<file path="config.mk">
export PLATFORM = sky130hd
export DESIGN_NAME = irq_route_regs
export DESIGN_NICKNAME = d
export VERILOG_FILES = /design/src/rtl/irq_route_pkg.sv /design/src/rtl/irq_bus_decode.sv /design/src/rtl/irq_ctrl_regs.sv /design/src/rtl/irq_redir_table.sv /design/src/rtl/irq_route_regs.sv
export SDC_FILE = /design/constraint.sdc
export NUM_CORES = 2
export LEC_CHECK = 0
export BUFFER_PORTS_ARGS = -buffer_cell sky130_fd_sc_hd__buf_2
export CORE_AREA = 4 4 422 424
export DETAILED_ROUTE_END_ITERATION = 8
export DIE_AREA = 0 0 426 428
export GPL_ROUTABILITY_DRIVEN = 0
export HOLD_SLACK_MARGIN = 0.12
export PLACE_DENSITY = 0.44
export SLEW_MARGIN = 20
export SYNTH_ARGS = -nofsm -noshare
export SYNTH_HDL_FRONTEND = slang
export SYNTH_SLANG_ARGS = --single-unit
export TNS_END_PERCENT = 100
</file>
<file path="constraint.sdc">
create_clock -name clk -period 3.1 [get_ports clk]
set_input_delay 0.31 -clock clk [delete_from_list [all_inputs] [get_ports clk]]
set_output_delay 0.31 -clock clk [all_outputs]
set_load 0.005 [all_outputs]
</file>
<file path="src/rtl/irq_route_pkg.sv">
// Shared constants for the indirect-access interrupt routing register file.
// Assumes an 8-bit byte-offset bus and 32-bit data.
package irq_route_pkg;
    localparam int BUS_AW = 8;
    localparam int DW     = 32;
    localparam int IDX_W  = 8;

    localparam logic [BUS_AW-1:0] OFF_SEL   = 8'h00;
    localparam logic [BUS_AW-1:0] OFF_WIN   = 8'h10;
    localparam logic [1:0]        SIZE_WORD = 2'd2;

    localparam logic [IDX_W-1:0] IDX_ID  = 8'h00;
    localparam logic [IDX_W-1:0] IDX_VER = 8'h01;
    localparam logic [IDX_W-1:0] IDX_ARB = 8'h02;
    localparam logic [IDX_W-1:0] IDX_TBL = 8'h10;

    localparam logic [63:0]   ENTRY_RST     = 64'h0001_0000_0001_0000;
    localparam logic [DW-1:0] ID_FIELD_MASK = 32'h0F00_0000;
endpackage

</file>
<file path="src/rtl/irq_bus_decode.sv">
// Bus decode: qualifies an access by offset and size.
// Assumes bus_size is log2 of the byte count; only 32-bit accesses qualify.
module irq_bus_decode
    import irq_route_pkg::*;
(
    input  logic [BUS_AW-1:0] bus_addr,
    input  logic [1:0]        bus_size,
    input  logic              bus_we,
    output logic              sel_hit,
    output logic              win_hit,
    output logic              sel_wr,
    output logic              win_wr
);
    // Flag a qualified access to each of the two locations.
    always_comb begin
        sel_hit = (bus_size == SIZE_WORD) && (bus_addr == OFF_SEL);
        win_hit = (bus_size == SIZE_WORD) && (bus_addr == OFF_WIN);
        sel_wr  = sel_hit && bus_we;
        win_wr  = win_hit && bus_we;
    end
endmodule

</file>
<file path="src/rtl/irq_ctrl_regs.sv">
// Select register and identifier register.
// Assumes the window decode uses only bits 7:0 of the select value.
module irq_ctrl_regs
    import irq_route_pkg::*;
(
    input  logic          clk,
    input  logic          rst_n,
    input  logic          sel_wr,
    input  logic          win_wr,
    input  logic [DW-1:0] wdata,
    output logic [DW-1:0] sel_q,
    output logic [DW-1:0] id_q
);
    // Store the index written to the select location.
    always_ff @(posedge clk) begin
        if (!rst_n)      sel_q <= '0;
        else if (sel_wr) sel_q <= wdata;
    end

    // Store the identifier field; all bits outside it are cleared.
    always_ff @(posedge clk) begin
        if (!rst_n)
            id_q <= '0;
        else if (win_wr && sel_q[IDX_W-1:0] == IDX_ID)
            id_q <= wdata & ID_FIELD_MASK;
    end
endmodule

</file>
<file path="src/rtl/irq_redir_table.sv">
// Routing table: NUM_ENTRIES 64-bit entries, written and read as 32-bit halves.
// Assumes 2 <= NUM_ENTRIES and 0x10 + 2*NUM_ENTRIES <= 256.
module irq_redir_table
    import irq_route_pkg::*;
#(
    parameter int NUM_ENTRIES = 16
) (
    input  logic                     clk,
    input  logic                     rst_n,
    input  logic                     win_wr,
    input  logic [IDX_W-1:0]         idx,
    input  logic [DW-1:0]            wdata,
    output logic [DW-1:0]            rd_word,
    output logic                     rd_hit,
    output logic [NUM_ENTRIES*64-1:0] tbl_flat
);
    localparam int PIN_W = $clog2(NUM_ENTRIES);
    localparam logic [IDX_W-1:0] TBL_SPAN = IDX_W'(2 * NUM_ENTRIES);

    logic [DW-1:0] lo_w [NUM_ENTRIES];
    logic [DW-1:0] hi_w [NUM_ENTRIES];

    genvar p;
    generate
        for (p = 0; p < NUM_ENTRIES; p++) begin : g_ent
            localparam logic [IDX_W-1:0] LO_IDX = IDX_TBL + IDX_W'(2 * p);
            localparam logic [IDX_W-1:0] HI_IDX = IDX_TBL + IDX_W'(2 * p + 1);
            logic [DW-1:0] lo_q;
            logic [DW-1:0] hi_q;

            // Load one half of this entry when the index names it.
            always_ff @(posedge clk) begin
                if (!rst_n) begin
                    lo_q <= ENTRY_RST[31:0];
                    hi_q <= ENTRY_RST[63:32];
                end else if (win_wr && idx == LO_IDX) begin
                    lo_q <= wdata;
                end else if (win_wr && idx == HI_IDX) begin
                    hi_q <= wdata;
                end
            end

            assign lo_w[p]             = lo_q;
            assign hi_w[p]             = hi_q;
            assign tbl_flat[p*64 +: 64] = {hi_q, lo_q};
        end
    endgenerate

    logic [IDX_W-1:0] offs;
    logic [PIN_W-1:0] pin;

    // Map the index to an entry and half for the read port.
    always_comb begin
        offs    = idx - IDX_TBL;
        pin     = PIN_W'(offs >> 1);
        rd_hit  = (idx >= IDX_TBL) && (offs < TBL_SPAN);
        rd_word = '0;
        if (rd_hit) rd_word = idx[0] ? hi_w[pin] : lo_w[pin];
    end
endmodule

</file>
<file path="src/rtl/irq_route_regs.sv">
// Top: select/window register file for an interrupt router.
// Assumes a single-cycle bus; reads are combinational, writes take effect at the edge.
module irq_route_regs
    import irq_route_pkg::*;
#(
    parameter int NUM_ENTRIES = 16
) (
    input  logic                      clk,
    input  logic                      rst_n,
    input  logic [7:0]                bus_addr,
    input  logic [1:0]                bus_size,
    input  logic                      bus_we,
    input  logic [31:0]               bus_wdata,
    output logic [31:0]               bus_rdata,
    output logic [NUM_ENTRIES*64-1:0] redir_tbl
);
    localparam logic [DW-1:0] VER_VAL = (DW'(NUM_ENTRIES) << 16) | 32'h11;

    logic          sel_hit, win_hit, sel_wr, win_wr;
    logic [DW-1:0] sel_q, id_q, tbl_word;
    logic          tbl_hit;

    irq_bus_decode u_dec (
        .bus_addr (bus_addr),
        .bus_size (bus_size),
        .bus_we   (bus_we),
        .sel_hit  (sel_hit),
        .win_hit  (win_hit),
        .sel_wr   (sel_wr),
        .win_wr   (win_wr)
    );

    irq_ctrl_regs u_ctrl (
        .clk    (clk),
        .rst_n  (rst_n),
        .sel_wr (sel_wr),
        .win_wr (win_wr),
        .wdata  (bus_wdata),
        .sel_q  (sel_q),
        .id_q   (id_q)
    );

    irq_redir_table #(.NUM_ENTRIES(NUM_ENTRIES)) u_tbl (
        .clk      (clk),
        .rst_n    (rst_n),
        .win_wr   (win_wr),
        .idx      (sel_q[IDX_W-1:0]),
        .wdata    (bus_wdata),
        .rd_word  (tbl_word),
        .rd_hit   (tbl_hit),
        .tbl_flat (redir_tbl)
    );

    // Select the read source from the location and the stored index.
    always_comb begin
        bus_rdata = '0;
        if (sel_hit) begin
            bus_rdata = sel_q;
        end else if (win_hit) begin
            case (sel_q[IDX_W-1:0])
                IDX_ID:  bus_rdata = id_q;
                IDX_VER: bus_rdata = VER_VAL;
                IDX_ARB: bus_rdata = id_q;
                default: bus_rdata = tbl_hit ? tbl_word : '0;
            endcase
        end
    end
endmodule

</file>
* Word level (Yosys, flattened, before mapping)
Index checks and enable logic that the tools add are counted.
** Storage, ports and cells
- Flip-flop bits (word level) :: 1060
- Input bits :: 45
- Output and inout port bits :: 1056
- Word-level logic and storage cells :: 159
** Cells by class
- Add/subtract/negate cells :: 1
- Magnitude comparators :: 3
- Equality and inequality tests :: 36
- Multiplexer cells :: 11
- Bitwise logic cells :: 17
- Reduce and logical (&&, ||, !) cells :: 57
** Operators by type and width (count)
- 32-bit binary-select mux with 4-bit select :: 2
- 32-bit two-way mux :: 8
- 8-bit by 5-bit == test with 1-bit output, second input constant :: 17
- 8-bit by 6-bit == test with 1-bit output, second input constant :: 16
- 32-bit one-hot mux with 2 select lines :: 1
- 1-bit logical AND :: 38
- 2-bit AND reduction :: 16
- 8-bit zero test :: 2
- 1-bit inverter :: 16
- 8-bit by 1-bit == test with 1-bit output, second input constant :: 1
- 8-bit by 2-bit == test with 1-bit output, second input constant :: 1
- 8-bit by 5-bit greater-or-equal comparator with 1-bit output, second input constant :: 1
- 8-bit by 6-bit < comparator with 1-bit output, second input constant :: 1
- 8-bit by 5-bit subtractor with 8-bit output, second input constant :: 1
- 5-bit greater-or-equal comparator, second input constant :: 1
- 4-bit inverter with 5-bit output :: 1
- 2-bit == test, second input constant :: 1
- 2-bit OR reduction :: 1

* Longest topological paths before layout
- Depth in word-level cells :: 10
- Mapped depth :: 12
- Mapped depth without buffers :: 8

* By module
A second synthesis with hierarchy kept.
** Second synthesis, totals
- Cells, all modules :: 5781
- Area, all modules :: 48883.1 um^2
** Modules (own cells, without submodules)
- irq_redir_table :: instances 1, cells an instance 5527, area each 46530.9 um^2, seq. area each 20499.7 um^2
- irq_ctrl_regs :: instances 1, cells an instance 153, area each 1600.3 um^2, seq. area each 720.7 um^2
- irq_route_regs :: instances 1, cells an instance 91, area each 686.9 um^2, seq. area each 0.0 um^2
- irq_bus_decode :: instances 1, cells an instance 10, area each 65.1 um^2, seq. area each 0.0 um^2

* Worst setup path before layout
Ideal clock, no wire load.
- Path kind :: reg-to-output
- Start point :: reg u_ctrl.sel_q[4]
- End point :: out bus_rdata[10]
- Arrival :: 2.522 ns
- Required time :: 2.790 ns
- Setup slack :: 0.268 ns
- Stages on the path, launching flop included :: 12
- Buffers on the path :: 5
- Cell sequence :: dfxtp_1 > buf_2 > inv_1 > clkbuf_1 > clkbuf_1 > ha_1 > o41ai_1 > nand3_1 > a211oi_1 > buf_2 > buf_2 > a22o_1
** Between the ends
- Longest elaborated chain between the ends :: 10
- Elaborated cells between the ends (all ways) :: 20
- Classes of those cells :: add/sub: 1; order compare: 2; eq/ne: 2; mux: 11; bitwise: 1; reduce/logical: 3
** RTL lines
- start, declared :: RTL line irq_ctrl_regs.sv:11 : output logic [DW-1:0] sel_q,
- start signal, assigned :: RTL line irq_ctrl_regs.sv:17 : else if (sel_wr) sel_q <= wdata;
- 8-bit by 5-bit subtractor with 8-bit output :: RTL line irq_redir_table.sv:54 : offs = idx - IDX_TBL;
- 4-bit inverter with 5-bit output (not written as such) :: RTL line irq_redir_table.sv:58 : if (rd_hit) rd_word = idx[0] ? hi_w[pin] : lo_w[pin];
- 32-bit binary-select mux with 4-bit select :: RTL line irq_redir_table.sv:58
- 32-bit two-way mux (not written as such) (2 in a row) :: RTL line irq_redir_table.sv:58
- 32-bit two-way mux :: RTL line irq_redir_table.sv:58
- 32-bit two-way mux :: RTL line irq_route_regs.sv:64 : default: bus_rdata = tbl_hit ? tbl_word : '0;
- 32-bit one-hot mux with 2 select lines (*) :: RTL line irq_route_regs.sv:60 : case (sel_q[IDX_W-1:0])
- 32-bit two-way mux (*) :: RTL line irq_route_regs.sv:59 : end else if (win_hit) begin
- 32-bit two-way mux (*) :: RTL line irq_route_regs.sv:57 : if (sel_hit) begin
- end, declared :: RTL line irq_route_regs.sv:14 : output logic [31:0] bus_rdata,
Mark *: on every way between the ends. The rest lies on a longest branch, timed or not. The select of a mux whose other input is x is not followed.

* Final worst setup path
- Start point :: reg u_ctrl.sel_q[2]
- End point :: out bus_rdata[26]
The elaborated chain is that of the path after synthesis.

==> results.txt <==
TNS Setup - -10.61 ns
# setup viols final - 32
Clock Skews - 0.0344 ns
worst reg2reg startpoint - u_ctrl.sel_q[2]
IO Count - 1101
RSZ-0062 raised after global routing - true
synthesized area - 49900 µm²
mux contribution to synthesized area - 0.115
library cells used by synthesis - 62
Max Freq - 0.282 GHz
Non-Filler Instances - 9132
WHS Endpoint - u_tbl.g_ent[12].lo_q[10]
dpl hpwl - 231000 µm
Synthesized Nets - 5632
Static Leakage - 26.3 nW
CTS tree - built
clock sink count - 1060
row cnt - 153
slowest stage cell, crit path - dfxtp_4
antenna-violating nets left - 0
Placed Instances - 8735
r2r worst-path depth - 11
Peak VDD IR - 0.504 mV
Max Buffers Root-to-Sink - 3
Worst Hold Depth - 3
Die Height - 428 µm
complex-gate fraction of the synthesized area - 0.196
GR Util met2 - 0.528
GRT overflow - 0
drt drc - 0
crit path DAT - 3.24 ns
initial antenna violation count - 25
H-Tree Depth - 4
main combinational cell family by area after synthesis - simple AND/OR/NAND/NOR gates
CP required - 2.79 ns
Die W - 426 µm
status - finished with violations
Setup CP Type - reg -> out
Worst setup EP type - primary output
pwr dens - 457 nW/µm²
fraction of registers with async set/reset - 0
simple logic cell fraction of the synthesized area - 0.198
Buf/Inv on CP - 5
first-pass GRT wire length - 431000 µm
Synth warnings - 0
die area - 182000 µm²
vias in the first global route - 46400
max_cap viols - 0
WL per Instance - 35.9 µm
reg2reg end - u_tbl.g_ent[12].hi_q[20]
Initial Utilization - 0.287
actual slew at the worst max-slew pin - 1.12 ns
Worst-path clk slew - 0.06 ns
Worst path top cell family by delay - compound AO/OA/AOI/OAI gates
Buffers on Ports - 1100
initial DRC count - 6085
Worst R2R Setup Slack - 0.22 ns
Vias/cell - 5.52
Clk Latency, worst-skew pair - 0.80 ns
via count - 50400
grt met3 use - 0.0809
failing checks - setup timing
Avg Cell Area, Syn - 8.93 µm²
Worst Min Path Start - bus_wdata[10]
synthesized flop and latch total - 1060
GR Util met1 - 0.437
Tcrit/Tclk final - 1.15
Max-slew headroom - 0.256
Setup WS pre-CTS - -0.292 ns
fin nets - 6753
post-synthesis sequential area ratio - 0.425
post-layout util - 0.381
hold violation count in the final report - 0
fin. max-slew vios - 0
synthesis-to-layout area growth - 32.9%
worst path cell trace - buf_6 -> buf_6 -> buf_4 -> nand2b_4 -> clkbuf_16 -> o221ai_1 -> o21ai_0 -> a21oi_2 -> o21ai_0 -> a32o_2 -> buf_2
Root Buffer - clkbuf_16
grt peak-use layer - met2
crit path time final - 3.55 ns
routed wire length - 327000 µm
worst setup margin - -0.451 ns
XOR/XNOR share of the synthesized area - 0
Crit path largest cell delay - 0.39 ns
startpoint types - register
cells after synthesis - 5583
adder-cell share of the synthesized area - 0.00100
CTS Buf Count - 131
Worst Hold Slack - 0.195 ns
Max Fanout on Critical Path - 7
Hold Crit Class - in -> reg
gr usage total - 0.343
commonest non-fill, non-tap cell in the layout - nand2_1
layout cells sized above 1 - 0.345
core area - 174000 µm²
Top FF cell, synth - dfxtp_1
number of flops mapped to enable cells by yosys - 0
DRT Pass-1 Iters - 6
most frequent cells in the layout - nand2_1 (2162), buf_2 (1086), dfxtp_1 (1053)
largest net degree at the start of global routing - 135
Fill cells - 17700
## per-layer routing
metal  vias to the layer above  wire, µm
li1                      21100         -
met1                     25600    130000
met3                       674     29200
met4                         4     22700
met5                         -        27
met2                      3044    145000
## metrics by stage
stage / total power [mW] / cell area [µm²]
5_1_grt: 31.0 / 66300
3_5_place_dp: 14.8 / 58300
4_1_cts: 30.4 / 65100
6_report: 30.3 / 66300
2_1_floorplan: 14.5 / 49900
3_3_place_gp: 14.8 / 58300
## what timing repair did
action                                 CTS  global route
setup endpoints to repair               32            32
cloned                                  15             5
resized for setup                      253           115
hold buffers                            20             0
setup buffers                           75            53
endpoints found under the hold margin  301             0
pin swaps                               43            68
## cells in the mapped netlist, drive strengths merged (6+ instances only)
cell    number  share of area
nand2     2210           0.17
dfxtp     1060           0.43
a21boi    1024           0.17
buf        369          0.051
mux4       213          0.096
clkbuf     185          0.014
mux2i       83          0.017
nor2        77          0.015
o22ai       77         0.0097
nand3       42         0.0042
o21ai       23         0.0023
a22o        22         0.0039
o221ai      22         0.0039
nor3        20         0.0029
a21oi       18         0.0018
nor2b       15         0.0019
a31oi       13         0.0016
nor4        13         0.0022
mux2         9         0.0020
nand2b       8         0.0010
a221oi       7         0.0012
inv          6        0.00045
or3          6         0.0011
## flip-flops by register name, indices dropped and copies added, names as in the netlist
| register | count |
|---|---|
| u_ctrl.id_q | 4 |
| u_tbl.g_ent.hi_q | 512 |
| u_tbl.g_ent.lo_q | 512 |
| u_ctrl.sel_q | 32 |
## cell type report
class	count	area [µm²]	area share
Sequential cell	1060	21200	0.321
Antenna cell	5	12.5	0.000189
Clock inverter	31	380	0.00574
Clock buffer	200	3920	0.0592
Inverter	6	22.5	0.000340
Multi-Input combinational cell	3963	26700	0.403
Tap cell	2325	2910	0.0439
Timing Repair Buffer	1542	11000	0.167
## worst max path at each step
stage                          endpoint  cells past startpoint             from  slack, ns
after floorplan           bus_rdata[10]                     11  u_ctrl.sel_q[4]       0.27
after global routing      bus_rdata[30]                      9  u_ctrl.sel_q[3]      -0.51
after detailed placement   bus_rdata[4]                     10  u_ctrl.sel_q[3]      -0.29
final                     bus_rdata[26]                     11  u_ctrl.sel_q[2]      -0.45
after global placement     bus_rdata[4]                     10  u_ctrl.sel_q[3]      -0.29
after CTS                 bus_rdata[28]                      7  u_ctrl.sel_q[3]      -0.49
## worst min-delay path: stages
cell	delay [ns]
buf_2	0.39
nand2_1	0.18
a21boi_1	0.05
## logic make-up (layout without fill, tap and decap cells)
| kind of cell | after synthesis | in the layout |
|---|---|---|
| compound gates | 1243 | 1243 |
| fa+ha+maj | 4 | 4 |
| buf+inv | 560 | 1779 |
| flops | 1060 | 1060 |
| mux | 305 | 305 |
| other cells | 0 | 5 |
| simple gates | 2411 | 2411 |
## power by group
group | switching (mW) | internal (mW)
clock | 6.79 | 8.97
combinational | 0.604 | 0.284
sequential | 0.000214 | 13.6
total | 7.39 | 22.9
Power figures use the tool's default switching activity.
